[src/rtl/nru_pkg.sv]
package nru_pkg;

   // One-hot mask of width n with bit idx set
   function automatic logic [63:0] way_mask(input int unsigned idx);
      logic [63:0] m;
      m = '0;
      m[idx] = 1'b1;
      return m;
   endfunction

endpackage

[src/rtl/nru_state_array.sv]
module nru_state_array #(
   parameter int WAYS = 4,
   parameter int SETS = 8,
   localparam int WAY_W = $clog2(WAYS),
   localparam int SET_W = $clog2(SETS)
) (
   input  logic             clk,
   input  logic             rst_n,
   input  logic             clr_en,
   input  logic [SET_W-1:0] clr_set,
   input  logic [WAY_W-1:0] clr_way,
   input  logic             arm_en,
   input  logic [SET_W-1:0] arm_set,
   input  logic [SET_W-1:0] rd_set,
   output logic [WAYS-1:0]  rd_vec
);

   logic [WAYS-1:0] flags_q [SETS];

   for (genvar s = 0; s < SETS; s++) begin : g_set
      logic [WAYS-1:0] nxt;
      logic            hit_clr;
      logic            hit_arm;

      assign hit_clr = clr_en && (clr_set == SET_W'(s));
      assign hit_arm = arm_en && (arm_set == SET_W'(s));

      always_comb begin
         nxt = flags_q[s];
         if (hit_clr) nxt = nxt & ~nru_pkg::way_mask(32'(clr_way))[WAYS-1:0];
         if (hit_arm) nxt = '1;
      end

      always_ff @(posedge clk or negedge rst_n) begin
         if (!rst_n) flags_q[s] <= '1;
         else        flags_q[s] <= nxt;
      end
   end

   assign rd_vec = flags_q[rd_set];

endmodule

[src/rtl/nru_pick.sv]
module nru_pick #(
   parameter int WAYS = 4,
   localparam int WAY_W = $clog2(WAYS)
) (
   input  logic [WAYS-1:0]  vec,
   output logic             any,
   output logic [WAY_W-1:0] way
);

   if (WAYS == 2) begin : g_two
      assign any = |vec;
      assign way = vec[0] ? 1'b0 : 1'b1;
   end else begin : g_many
      always_comb begin
         way = '0;
         for (int i = WAYS - 1; i >= 0; i--) begin
            if (vec[i]) way = WAY_W'(i);
         end
      end
      assign any = |vec;
   end

endmodule

[src/rtl/nru_victim_sel.sv]
module nru_victim_sel #(
   parameter int WAYS = 4,
   parameter int SETS = 8,
   localparam int WAY_W = $clog2(WAYS),
   localparam int SET_W = $clog2(SETS)
) (
   input  logic             clk,
   input  logic             rst_n,
   input  logic             touch_en,
   input  logic [SET_W-1:0] touch_set,
   input  logic [WAY_W-1:0] touch_way,
   input  logic             vic_req,
   input  logic [SET_W-1:0] vic_set,
   output logic             vic_valid,
   output logic [WAY_W-1:0] vic_way
);

   if (WAYS < 2 || WAYS > 64) begin : g_bad_ways
      $error("nru_victim_sel: WAYS must lie in 2..64");
   end
   if (SETS < 2) begin : g_bad_sets
      $error("nru_victim_sel: SETS must be at least 2");
   end

   logic [WAYS-1:0]  stored_vec;
   logic [WAYS-1:0]  eff_vec;
   logic             any_one;
   logic [WAY_W-1:0] low_way;
   logic             rearm;
   logic [WAY_W-1:0] chosen;
   logic             valid_q;
   logic [WAY_W-1:0] way_q;

   nru_state_array #(.WAYS(WAYS), .SETS(SETS)) u_state (
      .clk     (clk),
      .rst_n   (rst_n),
      .clr_en  (touch_en),
      .clr_set (touch_set),
      .clr_way (touch_way),
      .arm_en  (rearm),
      .arm_set (vic_set),
      .rd_set  (vic_set),
      .rd_vec  (stored_vec)
   );

   // Same-set touch in this cycle is folded in before the choice
   always_comb begin
      eff_vec = stored_vec;
      if (touch_en && (touch_set == vic_set))
         eff_vec = stored_vec & ~nru_pkg::way_mask(32'(touch_way))[WAYS-1:0];
   end

   nru_pick #(.WAYS(WAYS)) u_pick (
      .vec (eff_vec),
      .any (any_one),
      .way (low_way)
   );

   assign rearm  = vic_req && !any_one;
   assign chosen = any_one ? low_way : '0;

   always_ff @(posedge clk or negedge rst_n) begin
      if (!rst_n) begin
         valid_q <= 1'b0;
         way_q   <= '0;
      end else begin
         valid_q <= vic_req;
         if (vic_req) way_q <= chosen;
      end
   end

   assign vic_valid = valid_q;
   assign vic_way   = way_q;

endmodule

[config.mk]
export PLATFORM = sky130hd
export DESIGN_NAME = nru_victim_sel
export DESIGN_NICKNAME = d
export VERILOG_FILES = /design/src/rtl/nru_pkg.sv /design/src/rtl/nru_state_array.sv /design/src/rtl/nru_pick.sv /design/src/rtl/nru_victim_sel.sv
export SDC_FILE = /design/constraint.sdc
export NUM_CORES = 1
export LEC_CHECK = 0
export BUFFER_PORTS_ARGS = -buffer_cell sky130_fd_sc_hd__buf_2
export CAP_MARGIN = 0
export CORE_ASPECT_RATIO = 1.75
export CORE_MARGIN = 8
export CORE_UTILIZATION = 45
export CTS_CLUSTER_SIZE = 25
export DETAILED_ROUTE_END_ITERATION = 12
export PLACE_DENSITY = 0.65
export SLEW_MARGIN = 20
export SYNTH_ARGS = -nofsm -noshare
export SYNTH_HDL_FRONTEND = slang
export SYNTH_SLANG_ARGS = --single-unit
export TNS_END_PERCENT = 50
[constraint.sdc]
create_clock -name clk -period 6.7 [get_ports clk]
set_clock_uncertainty 0.1 [all_clocks]
set_input_delay 0.335 -clock clk [delete_from_list [all_inputs] [get_ports clk]]
set_output_delay 0.335 -clock clk [all_outputs]
set_load 0.02 [all_outputs]
* Word level (Yosys, flattened, before mapping)
Index checks and enable logic that the tools add are counted.
Word-level totals: bits in registers 35, bits of input ports 12, word-level logic and storage cells 97
Cells by class: $lt $le $gt $ge 3, eq/ne operators 15, mux-type cells 27, bitwise gates (word level) 11, reductions and logical operators 31
Operators by type and width (count):
- $mux 4 | 19
- $and 4x4->4 | 9
- $eq 3x3->1 const B | 8
- $logic_and 1x1->1 | 19
- $reduce_bool 2->1 | 8
- $bmux 4 s3 | 1
- $eq 3x2->1 const B | 4
- $mux 2 | 5
- $lt 2x7->1 const B | 1
- $eq 3x1->1 const B | 2
- $logic_not 3->1 | 2
- $ge 4x4->1 const B | 1
- $not 3->4 | 1
- $not 4->4 | 1
- $reduce_or 4->1 | 1
- $eq 3x3->1 | 1
- $demux 1 s2 | 1
- $ge 2x1->1 const B | 1
- $logic_not 1->1 | 1
- $mux 1 | 1

* Logic depth before layout (Yosys ltp)
Gate-level depths: netlist of run 1.
depth in word-level cells 12, gate-level depth with buffers 7, gate-level depth less buffers 5

* Cells and area by module
Synthesis of run 1 repeated with hierarchy kept, for this count alone.
Second synthesis, totals: cells, all modules 167, area total of the unflattened synthesis 1814.2 µm²
By module, submodules not included:
- nru_state_array | times used 1, cells an instance 135, area each 1561.5 µm²
- nru_victim_sel | times used 1, cells an instance 25, area each 217.7 µm²
- nru_pick | times used 1, cells an instance 7, area each 35.0 µm²

* Worst setup path before layout of run 1
No wires, ideal clock.
path type input to register, start in vic_set[0], end reg u_state.flags_q[5] (netlist name), library setup time 0.075 ns, arrival time 2.201 ns, path slack 4.324 ns, cell stages on the path 7, path through buf_6 > mux4_2 > mux4_2 > nor3b_2 > o221ai_2 > buf_6 > o21ai_1
Between the ends: word-level cells in the longest chain between the ends 11, elaborated cells on any way between the ends 15
Ends and longest elaborated chain:
- start: declaration | RTL line nru_victim_sel.sv:13 | input logic [SET_W-1:0] vic_set,
- $not 3->4 (implied by the code) | RTL line nru_state_array.sv:40 | assign rd_vec = flags_q[rd_set];
- $bmux 4 s3 | RTL line nru_state_array.sv:40
- $mux 4 (implied by the code) (2 in series) | RTL line nru_state_array.sv:40
- $and 4x4->4 | RTL line nru_victim_sel.sv:50 | eff_vec = stored_vec & ~nru_pkg::way_mask(32'(touch_way))[WAYS-1:0];
- $mux 4 | RTL line nru_victim_sel.sv:49 | if (touch_en && (touch_set == vic_set))
- $reduce_or 4->1 | RTL line nru_pick.sv:20 | assign any = |vec;
- $logic_not 1->1 | RTL line nru_victim_sel.sv:59 | assign rearm = vic_req && !any_one;
- $logic_and 1x1->1 | RTL line nru_victim_sel.sv:59
- $logic_and 1x1->1 * | RTL line nru_state_array.sv:26 | assign hit_arm = arm_en && (arm_set == SET_W'(s));
- $mux 4 or $reduce_bool 2->1 (tied branches)
- end signal: indexed assignment | RTL line nru_state_array.sv:36 | else flags_q[s] <= nxt;
- end: declaration | RTL line nru_state_array.sv:18 | logic [WAYS-1:0] flags_q [SETS];
Mark *: on every way between the ends. The rest lies on a longest branch, timed or not. The select of a mux whose other input is x is not followed. A chain may end at the register's enable or synchronous reset.

* Final worst setup path of run 1
start in vic_set[0], end reg u_state.flags_q[14] (netlist name)
Same word-level chain as after synthesis.

==> out/summary.md, run 1 <==
The logs give 2860 ps for the data arrival time of the worst path and 0.759 nW for the leakage power figure. The final hold slack was 14.8 ps. Maximum level of the CTS H-tree: 2.

In the layout the commonest cells are sky130_fd_sc_hd__o21ai_0, sky130_fd_sc_hd__dfstp_2, sky130_fd_sc_hd__o21ai_2. The tools report the count of different cell masters after synthesis as 32. Max-cap violations in this run came to 0.

The tools report the critical path launch point as vic_set[0]. In this run, post-CTS repair resized a total of 0 instances. The tree built by TritonCTS fans out to 35 sinks. At the pin with the least slew margin, the transition time is 957 ps. Before antenna repair, the detailed router went through 4 iterations. The cell area after synthesis came out at 0.00192 mm^2. Data on the critical path is required at its endpoint by 6790 ps. In the synthesized netlist the async set-or-reset flop fraction comes to 100%.

Setup total negative slack on the finished layout was measured at 0 ps. Compared with the post-synthesis result, the final layout area differs by 9.32%. Dividing the detail-routed via count by the number of cells gives 6.57. After synthesis the netlist holds a flip-flop and latch count of 35.

The cell count of the worst reg-to-reg path was 5. The cell area after layout is 0.00210 mm^2, and the die footprint is 0.00669 mm^2. The count of final hold-check violations is 0, and the final max-slew violation count is 0. Most common flop cell mapped by yosys: sky130_fd_sc_hd__dfstp_2. In this run the tightest slew margin relative to its limit is 36.2%. The most common cell after layout, fill and taps aside was sky130_fd_sc_hd__o21ai_0.

The total nets after synthesis is 179. The core box area is 0.00411 mm^2, and the maximum net fanout on the critical path is 16. The min-delay analysis places its worst path in the category input port to async pin. In this run the post-CTS setup repair buffer count came out at 0. The total number of placement rows was 31; the die boundary height was 102 um.

The setup check on the worst reg-to-reg path leaves a slack of 4010 ps. CTS placed an instance of sky130_fd_sc_hd__clkbuf_8 at the clock tree root. Pin placement for this block handled 15 I/O pins. Summing all placed instances gives a cell area of 0.00200 mm^2. The tools report the final core utilization as 51.0%. The run gives 0.897 as the routability congestion estimate from global placement.

Global routing used 16.0% of the available tracks across all layers. The tools report the nature of the critical path startpoint as an input port. The post-layout worst setup margin is 3940 ps, and the final-report setup violation count is 0. For this run, the number of Yosys warnings is 0. The first global-routing pass estimated 8050 um of wire. For the half-perimeter wire length after detailed placement, the log shows 3600 um. For this design the ratio of total power to cell area is 435 mW/mm^2. For this block, the routed nets add up to 4980 um of wire.

The count of flip-flops with a built-in enable after synthesis came out at 0. In this run the remaining antenna-violating nets after routing total 0. Sequential cell area fraction in the yosys report: 47.7%. Clock latency on the worst-skew pair, taken at its later pin, is 300 ps.

Port buffering added 14 buffers. For the finished layout, the period the worst path requires is 2760 ps. For the via count of the first global-routing pass, the log shows 1550. Dividing the final minimum period by the clock period gives 41.2%. The total clock buffers created by CTS was 5; the fmax was 0.362 GHz. Before CTS, the worst setup slack after placement is 3660 ps.

Setup repair after global routing left no endpoint under its margin. Global routing finished with a remaining overflow of 0. Across all layers, the routed design uses 1512 vias.

The tools report the reg-to-reg critical path startpoint as u_state.flags_q[27]. The number of antenna violations at the first check in global routing is 0, and the largest net degree at the start of global routing is 36. Buffers inserted to repair hold after CTS numbered 0.

After detailed routing, the number of remaining DRC violations is 0. The cell count after synthesis came out at 167. The initial cell density of the core was 46.7%.

The fraction of final layout cells sized beyond drive strength 1 was 45.3%; the number of DRC violations after detailed-routing iteration 0 was 109. The maximum vdd drop is 169 uV. The fraction of synthesized cell area taken by the top area cell type works out to 43.8%. In the post-synthesis netlist, the biggest area contributors are sky130_fd_sc_hd__dfstp_2, sky130_fd_sc_hd__o21ai_0, sky130_fd_sc_hd__mux4_2. Sort of element at the end of the critical path: a register.

TritonCTS built the clock tree. The die span in x was 65.4 um. The flow ran to the end, and the final reports show no timing, DRC or antenna violations. The net count of the finished layout is 192, and the final routed wire length divided by cell count is 21.6 um. The type of the setup path with the least slack is input port to register. The biggest area consumer among synthesized cells is sky130_fd_sc_hd__dfstp_2. The clock transition time at the flip-flop clock pins of the worst setup and hold paths is 70 ps. The antenna diode count came out at 0. Averaged over all synthesized cells, the footprint is 11.5 um^2. In this run the deepest clock path goes through 2 buffers.
[final timing paths]
| check | to |
|---|---|
| worst max-delay path | u_state.flags_q[14] |
| worst min-delay path | vic_valid |
| worst max register to register | u_state.flags_q[14] |
| worst min register to register | u_state.flags_q[0] |
| max in group asynchronous | vic_way[0] |
| min in group clk | vic_valid |
[power by group]
part / total (mW) / leakage (nW) / switching, mW / internal (mW)
clock: 0.171 / 0.0515 / 0.0768 / 0.0938
combinational: 0.301 / 0.334 / 0.167 / 0.134
sequential: 0.440 / 0.373 / 0.0579 / 0.382
[flip-flops by register name, summed over array words and instances, names as in the netlist]
| name | count |
|---|---|
| u_state.flags_q | 32 |
| vic_way | 2 |
| vic_valid | 1 |
[worst max-delay path: stages]
cell,delay [ps]
sky130_fd_sc_hd__buf_2,280
sky130_fd_sc_hd__mux4_1,660
sky130_fd_sc_hd__mux4_2,490
sky130_fd_sc_hd__nor3b_2,310
sky130_fd_sc_hd__o221ai_2,420
sky130_fd_sc_hd__o21ai_0,360
[cells by family (layout without fill, tap and decap cells)]
family          count (synthesis)  in the layout  share of synthesized area, %
flops                          35             35                          47.7
compound gates                 72             72                          23.4
mux                            15             15                          15.3
buf+inv                        11             25                          3.32
simple gates                   31             31                          8.93
xor+xnor                        3              3                          1.37
[synthesized netlist by cell type (2+ instances only)]
cell type,n
sky130_fd_sc_hd__clkbuf_1,2
sky130_fd_sc_hd__dfstp_2,32
sky130_fd_sc_hd__mux4_1,4
sky130_fd_sc_hd__xnor2_1,3
sky130_fd_sc_hd__a21oi_1,2
sky130_fd_sc_hd__buf_6,3
sky130_fd_sc_hd__o21ai_0,44
sky130_fd_sc_hd__o31ai_1,2
sky130_fd_sc_hd__dfrtp_1,3
sky130_fd_sc_hd__mux2_2,2
sky130_fd_sc_hd__nand2_1,6
sky130_fd_sc_hd__nor2b_1,3
sky130_fd_sc_hd__or3_1,2
sky130_fd_sc_hd__nor2_1,5
sky130_fd_sc_hd__buf_1,3
sky130_fd_sc_hd__o21ai_1,5
sky130_fd_sc_hd__nand3_1,6
sky130_fd_sc_hd__o221ai_2,2
sky130_fd_sc_hd__nand4_1,2
sky130_fd_sc_hd__mux2i_1,3
sky130_fd_sc_hd__mux4_2,6
sky130_fd_sc_hd__nand2b_1,2
sky130_fd_sc_hd__o21ai_2,15
sky130_fd_sc_hd__inv_1,2
[per-layer routing]
layer | vias up | wire, um | global-route usage [%]
met1 | 776 | 1770 | 17.1
met5 | - | 0 | 0
li1 | 659 | - | -
met2 | 63 | 2760 | 27.8
met4 | 0 | 157 | 9.80
met3 | 14 | 298 | 3.18
[per-stage QoR]
step,power (mW),std cells
after global placement,0.717,222
final,0.912,230
after global routing,0.965,230
after floorplan,0.652,167
after CTS,0.912,230
after detailed placement,0.741,222
[layout make-up]
type | count | area (um^2)
clock buffer | 8 | 100
fill | 392 | 2010
inverter | 3 | 11.3
multi-input combinational | 121 | 940
sequential | 35 | 916
tap | 49 | 61.3
timing repair buffer | 14 | 70.1
(Power assumes the default switching activity.)
==> run 2: changes to the inputs <==
Settings changed: ABC_AREA from default to 1, PLACE_DENSITY 0.65 to 0.67.
Clock period 6.7 ns to 2.34 ns, I/O delays scaled along.
==> out/summary.md, run 2 <==
The count of input and output buffers came out at 14 (unchanged). The worst hold path passes through 5 cells. The final critical path takes up 68.5% of the cycle. sky130_fd_sc_hd__dfstp_2 takes more of the synthesized area than any other cell. The tools report the count of different cell masters after synthesis as 18 (-44%).

For the maximum level of the CTS H-tree, the log shows 2 (unchanged). The sink of the worst hold path is u_state.flags_q[4]. The tools report the clock latency on the worst-skew pair as 290 ps (about the same). The die span in x came out at 66.5 um (+1.7%). The run gives 8630 um (+7.2%) as the wire length of the first global-routing pass. The sequential power share is 54.4% (+6.1 points). The total of fill cells in the finished design came out at 426 (+8.7%). The nature of the critical path startpoint was a register.

By count the netlist is led by sky130_fd_sc_hd__nand2_1, sky130_fd_sc_hd__dfstp_2, sky130_fd_sc_hd__o21ai_0, sky130_fd_sc_hd__inv_1, sky130_fd_sc_hd__nor2_1. The leakage power figure was 1.10 nW (+45%). TritonCTS built the clock tree.

The fraction of synthesized cell area taken by the top area cell type was 41.9% (-1.9 points). The run gives 0 (unchanged) as the total setup buffers inserted after CTS. In the synthesized netlist the dominant register cell turns out to be sky130_fd_sc_hd__dfstp_2.

The gate count of the mapped netlist came out at 261 (+56%). The area growth from synthesis to layout works out to 10.3%. The mean instance size in the synthesized netlist is 7.68 um^2 (-33%). The slew at the pin closest to its max-slew limit is 741 ps (-216 ps). The worst hold path belongs to the class input port to register. The number of storage elements in the synthesis netlist is 35 (unchanged). The tools report the count of boundary I/O pins as 15 (unchanged). Final max-slew violation count: 0 (unchanged).

Delay of the slowest critical-path stage: 380 ps (-280 ps). For the maximum vdd drop, the log shows 444 uV (+160%). Sorting the synthesized cells by area gives the leading types as sky130_fd_sc_hd__dfstp_2, sky130_fd_sc_hd__nand2_1, sky130_fd_sc_hd__o21ai_0. The tools report the sum of negative setup slack as 0 ps (unchanged). The number of clock sinks seen by CTS was 35 (unchanged). The run gives 5 (+1) as the number of search-and-repair iterations in the first detailed-routing pass.

The number of buffers and inverters on the critical path is 0 (-1). The tools report the cell area after synthesis as 0.00200 mm^2 (+4.4%). Setup repair after global routing left no endpoint under its margin.

Counting flops per register, the top entry is u_state.flags_q. The global-route total usage across every layer came out at 16.2% (+0.22 points). The count of cells resized by post-cts repair is 0 (unchanged), and the initial cell density of the core is 45.9% (-0.75 points).

Dominant cell by count in the synthesized netlist: sky130_fd_sc_hd__nand2_1. The run finished with clean final reports. The die boundary height was 104 um (+1.9%).

The remaining antenna violation count after routing was 0 (unchanged); the half-perimeter wire length after detailed placement was 3930 um (+9.1%). Counting stages on the worst path, the most repeated cell is sky130_fd_sc_hd__nand2_1. The antenna diode count is 0 (unchanged), and the fmax is 0.624 GHz.

Total clock buffers created by CTS: 5 (unchanged). The tools report the total number of placement rows as 32 (+3.2%). The most common cell after layout, fill and taps aside was sky130_fd_sc_hd__nand2_1. Critical path's slowest cell: sky130_fd_sc_hd__dfstp_2. Clock group share of total power: 20.4% (+1.7 points). Internal portion of total power: 1.32 mW (+120%).

Required time at the worst-slack endpoint: 2470 ps (-4320 ps). The via density per instance was 5.23 (-20%); the number of DRC violations after detailed-routing iteration 0 was 41 (-62%). The share of async-settable or async-resettable flops after synthesis was 100% (unchanged). The sequential cell area fraction in the yosys report is 45.7% (-2.0 points). Family of cells with the greatest summed delay on the critical path: simple AND/OR/NAND/NOR gates. The total of warnings raised by yosys came out at 0 (unchanged). The total nets after synthesis was 273 (+53%); the routability congestion estimate from global placement was 0.967 (+7.8%).

For the cell area after layout, the log shows 0.00221 mm^2 (+5.4%). Instance area at placement: 0.00212 mm^2 (+6.0%). Count of flip-flops with a built-in enable after synthesis: 0 (unchanged). The logs give 293 (+53%) for the net count of the finished layout and 36 (unchanged) for the largest net degree at the start of global routing. The tools report the number of design rule violations left after detail routing as 0 (unchanged). The worst min-delay path startpoint is touch_set[0].

The fraction of final layout cells sized beyond drive strength 1 was 25.0% (-20 points); the total power of the final layout was 1.97 mW (+120%). The aggregate global routing overflow is 0 (unchanged). The maximum clock insertion buffer count is 2 (unchanged), and the via count of the first global-routing pass is 1843 (+19%).

The post-placement cell count was 323 (+45%); the filler-free cell count of the finished design was 331 (+44%). The shortest period the worst path allows is 1600 ps. The number of antenna violations at the first check in global routing is 0 (unchanged). The run gives 2 (+2) as the total of hold buffers inserted after clock tree synthesis.

The reg-to-reg critical path startpoint is u_state.flags_q[8]. The worst register-to-register path ends at u_state.flags_q[22]. Root buffer cell: sky130_fd_sc_hd__clkbuf_8. The maximum net fanout on the critical path was 9 (-7); the final core utilization was 50.7% (-0.38 points).

The worst setup path is of the register to register kind. The cell count of the worst reg-to-reg path was 9 (+4); the final routed wire length divided by cell count was 15.4 um (-29%). The number of maximum-capacitance constraint violations was 0 (unchanged). In the layout the commonest cells are sky130_fd_sc_hd__nand2_1, sky130_fd_sc_hd__o21ai_0, sky130_fd_sc_hd__dfstp_2. The part of the total power dissipated in combinational logic came out at 25.1% (-7.9 points).

Traced cell by cell, the critical path runs through nand3_1 > nand2_1 > nor2_1 > nand2_1 > nand3_1 > nand2_2 > nor2_8 > nand3_4 > nand2_1. The number of flip-flops under the largest register name was 32 (unchanged); the data arrival time of the worst path was 1730 ps (-1130 ps). The switching part of the total is 33.0% (-0.15 points), and the switching power is 0.650 mW (+120%). The clock transition time at the flip-flop clock pins of the worst setup and hold paths came out at 60 ps (about the same). Power density over the cells: 892 mW/mm^2 (+110%). The logs give 5090 um (+2.2%) for the detailed-route wire length and 740 ps (-3270 ps) for the setup slack of the most critical reg-to-reg path. Via count: 1730 (+14%). STA classifies the critical path endpoint as a register.

The core box area was 0.00436 mm^2 (+6.1%); the die footprint was 0.00693 mm^2 (+3.5%). The final-report setup violation count was 0 (unchanged); the headroom to the max-slew limit was 50.6% (+14 points). Count of final hold-check violations: 0 (unchanged).
run 2: changes by cell type after synthesis, sizes merged, moves of 10 or more:
| cell | delta |
|---|---|
| inv | +29 |
| mux4 | -10 |
| nand2 | +89 |
| nand3 | +25 |
| nor2 | +23 |
| o21ai | -32 |
run 2: metal layers:
| layer | share of wire [%] | track usage [%] | vias to the layer above | wire length [um] |
|---|---|---|---|---|
| li1 | - | - | 858 | - |
| met1 | 38 | 16.6 | 804 | 1920 |
| met2 | 52 | 26.9 | 47 | 2640 |
| met3 | 5.0 | 3.13 | 21 | 253 |
| met4 | 5.4 | 12.9 | 0 | 273 |
| met5 | 0 | 0 | - | 0 |
run 2: how the worst max path moves through the flow:
| stage | startpoint | end | depth (start not counted) |
|---|---|---|---|
| 3_5_place_dp | vic_set[2] | u_state.flags_q[22] | 11 |
| 6_report | u_state.flags_q[8] | u_state.flags_q[22] | 9 |
| 3_3_place_gp | vic_set[2] | u_state.flags_q[21] | 11 |
| 2_1_floorplan | u_state.flags_q[21] | vic_way[1] | 9 |
| 4_1_cts | u_state.flags_q[8] | u_state.flags_q[22] | 9 |
| 5_1_grt | u_state.flags_q[24] | u_state.flags_q[23] | 9 |
run 2: logic make-up after synthesis:
family | count (synthesis) | share of synthesized area, %
simple gates | 157 | 38.7
flops | 35 | 45.7
buf+inv | 35 | 7.12
compound gates | 34 | 8.49
run 2: layout make-up:
cell class / count / area [um^2] / area share [%]
inverters: 32 / 123 / 5.55
multi-input cells: 191 / 946 / 42.8
repair buffers: 16 / 90.1 / 4.07
well taps: 51 / 63.8 / 2.89
flip-flops and latches: 35 / 916 / 41.4
clock buffers: 6 / 72.6 / 3.28
run 2: power by group through the flow:
stage	registers [mW]	clock network [mW]	logic (mW)
6_report	1.07	0.402	0.496
4_1_cts	1.07	0.409	0.501
3_5_place_dp	1.08	0	0.497
2_1_floorplan	1.04	0	0.372
3_3_place_gp	1.08	0	0.487
5_1_grt	1.10	0.434	0.571
run 2: worst register-to-register path, cell delays in order, from the launching register on:
cell	delay [ps]
sky130_fd_sc_hd__dfstp_2	380
sky130_fd_sc_hd__nand3_1	70
sky130_fd_sc_hd__nand2_1	50
sky130_fd_sc_hd__nor2_1	160
sky130_fd_sc_hd__nand2_1	70
sky130_fd_sc_hd__nand3_1	100
sky130_fd_sc_hd__nand2_2	90
sky130_fd_sc_hd__nor2_8	280
sky130_fd_sc_hd__nand3_4	150
sky130_fd_sc_hd__nand2_1	90
run 2: per-stage QoR:
stage / worst slack [ps] / hold WS (ps)
6_report: 737 / 176
5_1_grt: 594 / 210
4_1_cts: 739 / 173
3_5_place_dp: 595 / 125
3_3_place_gp: 602 / 123
2_1_floorplan: 917 / -279
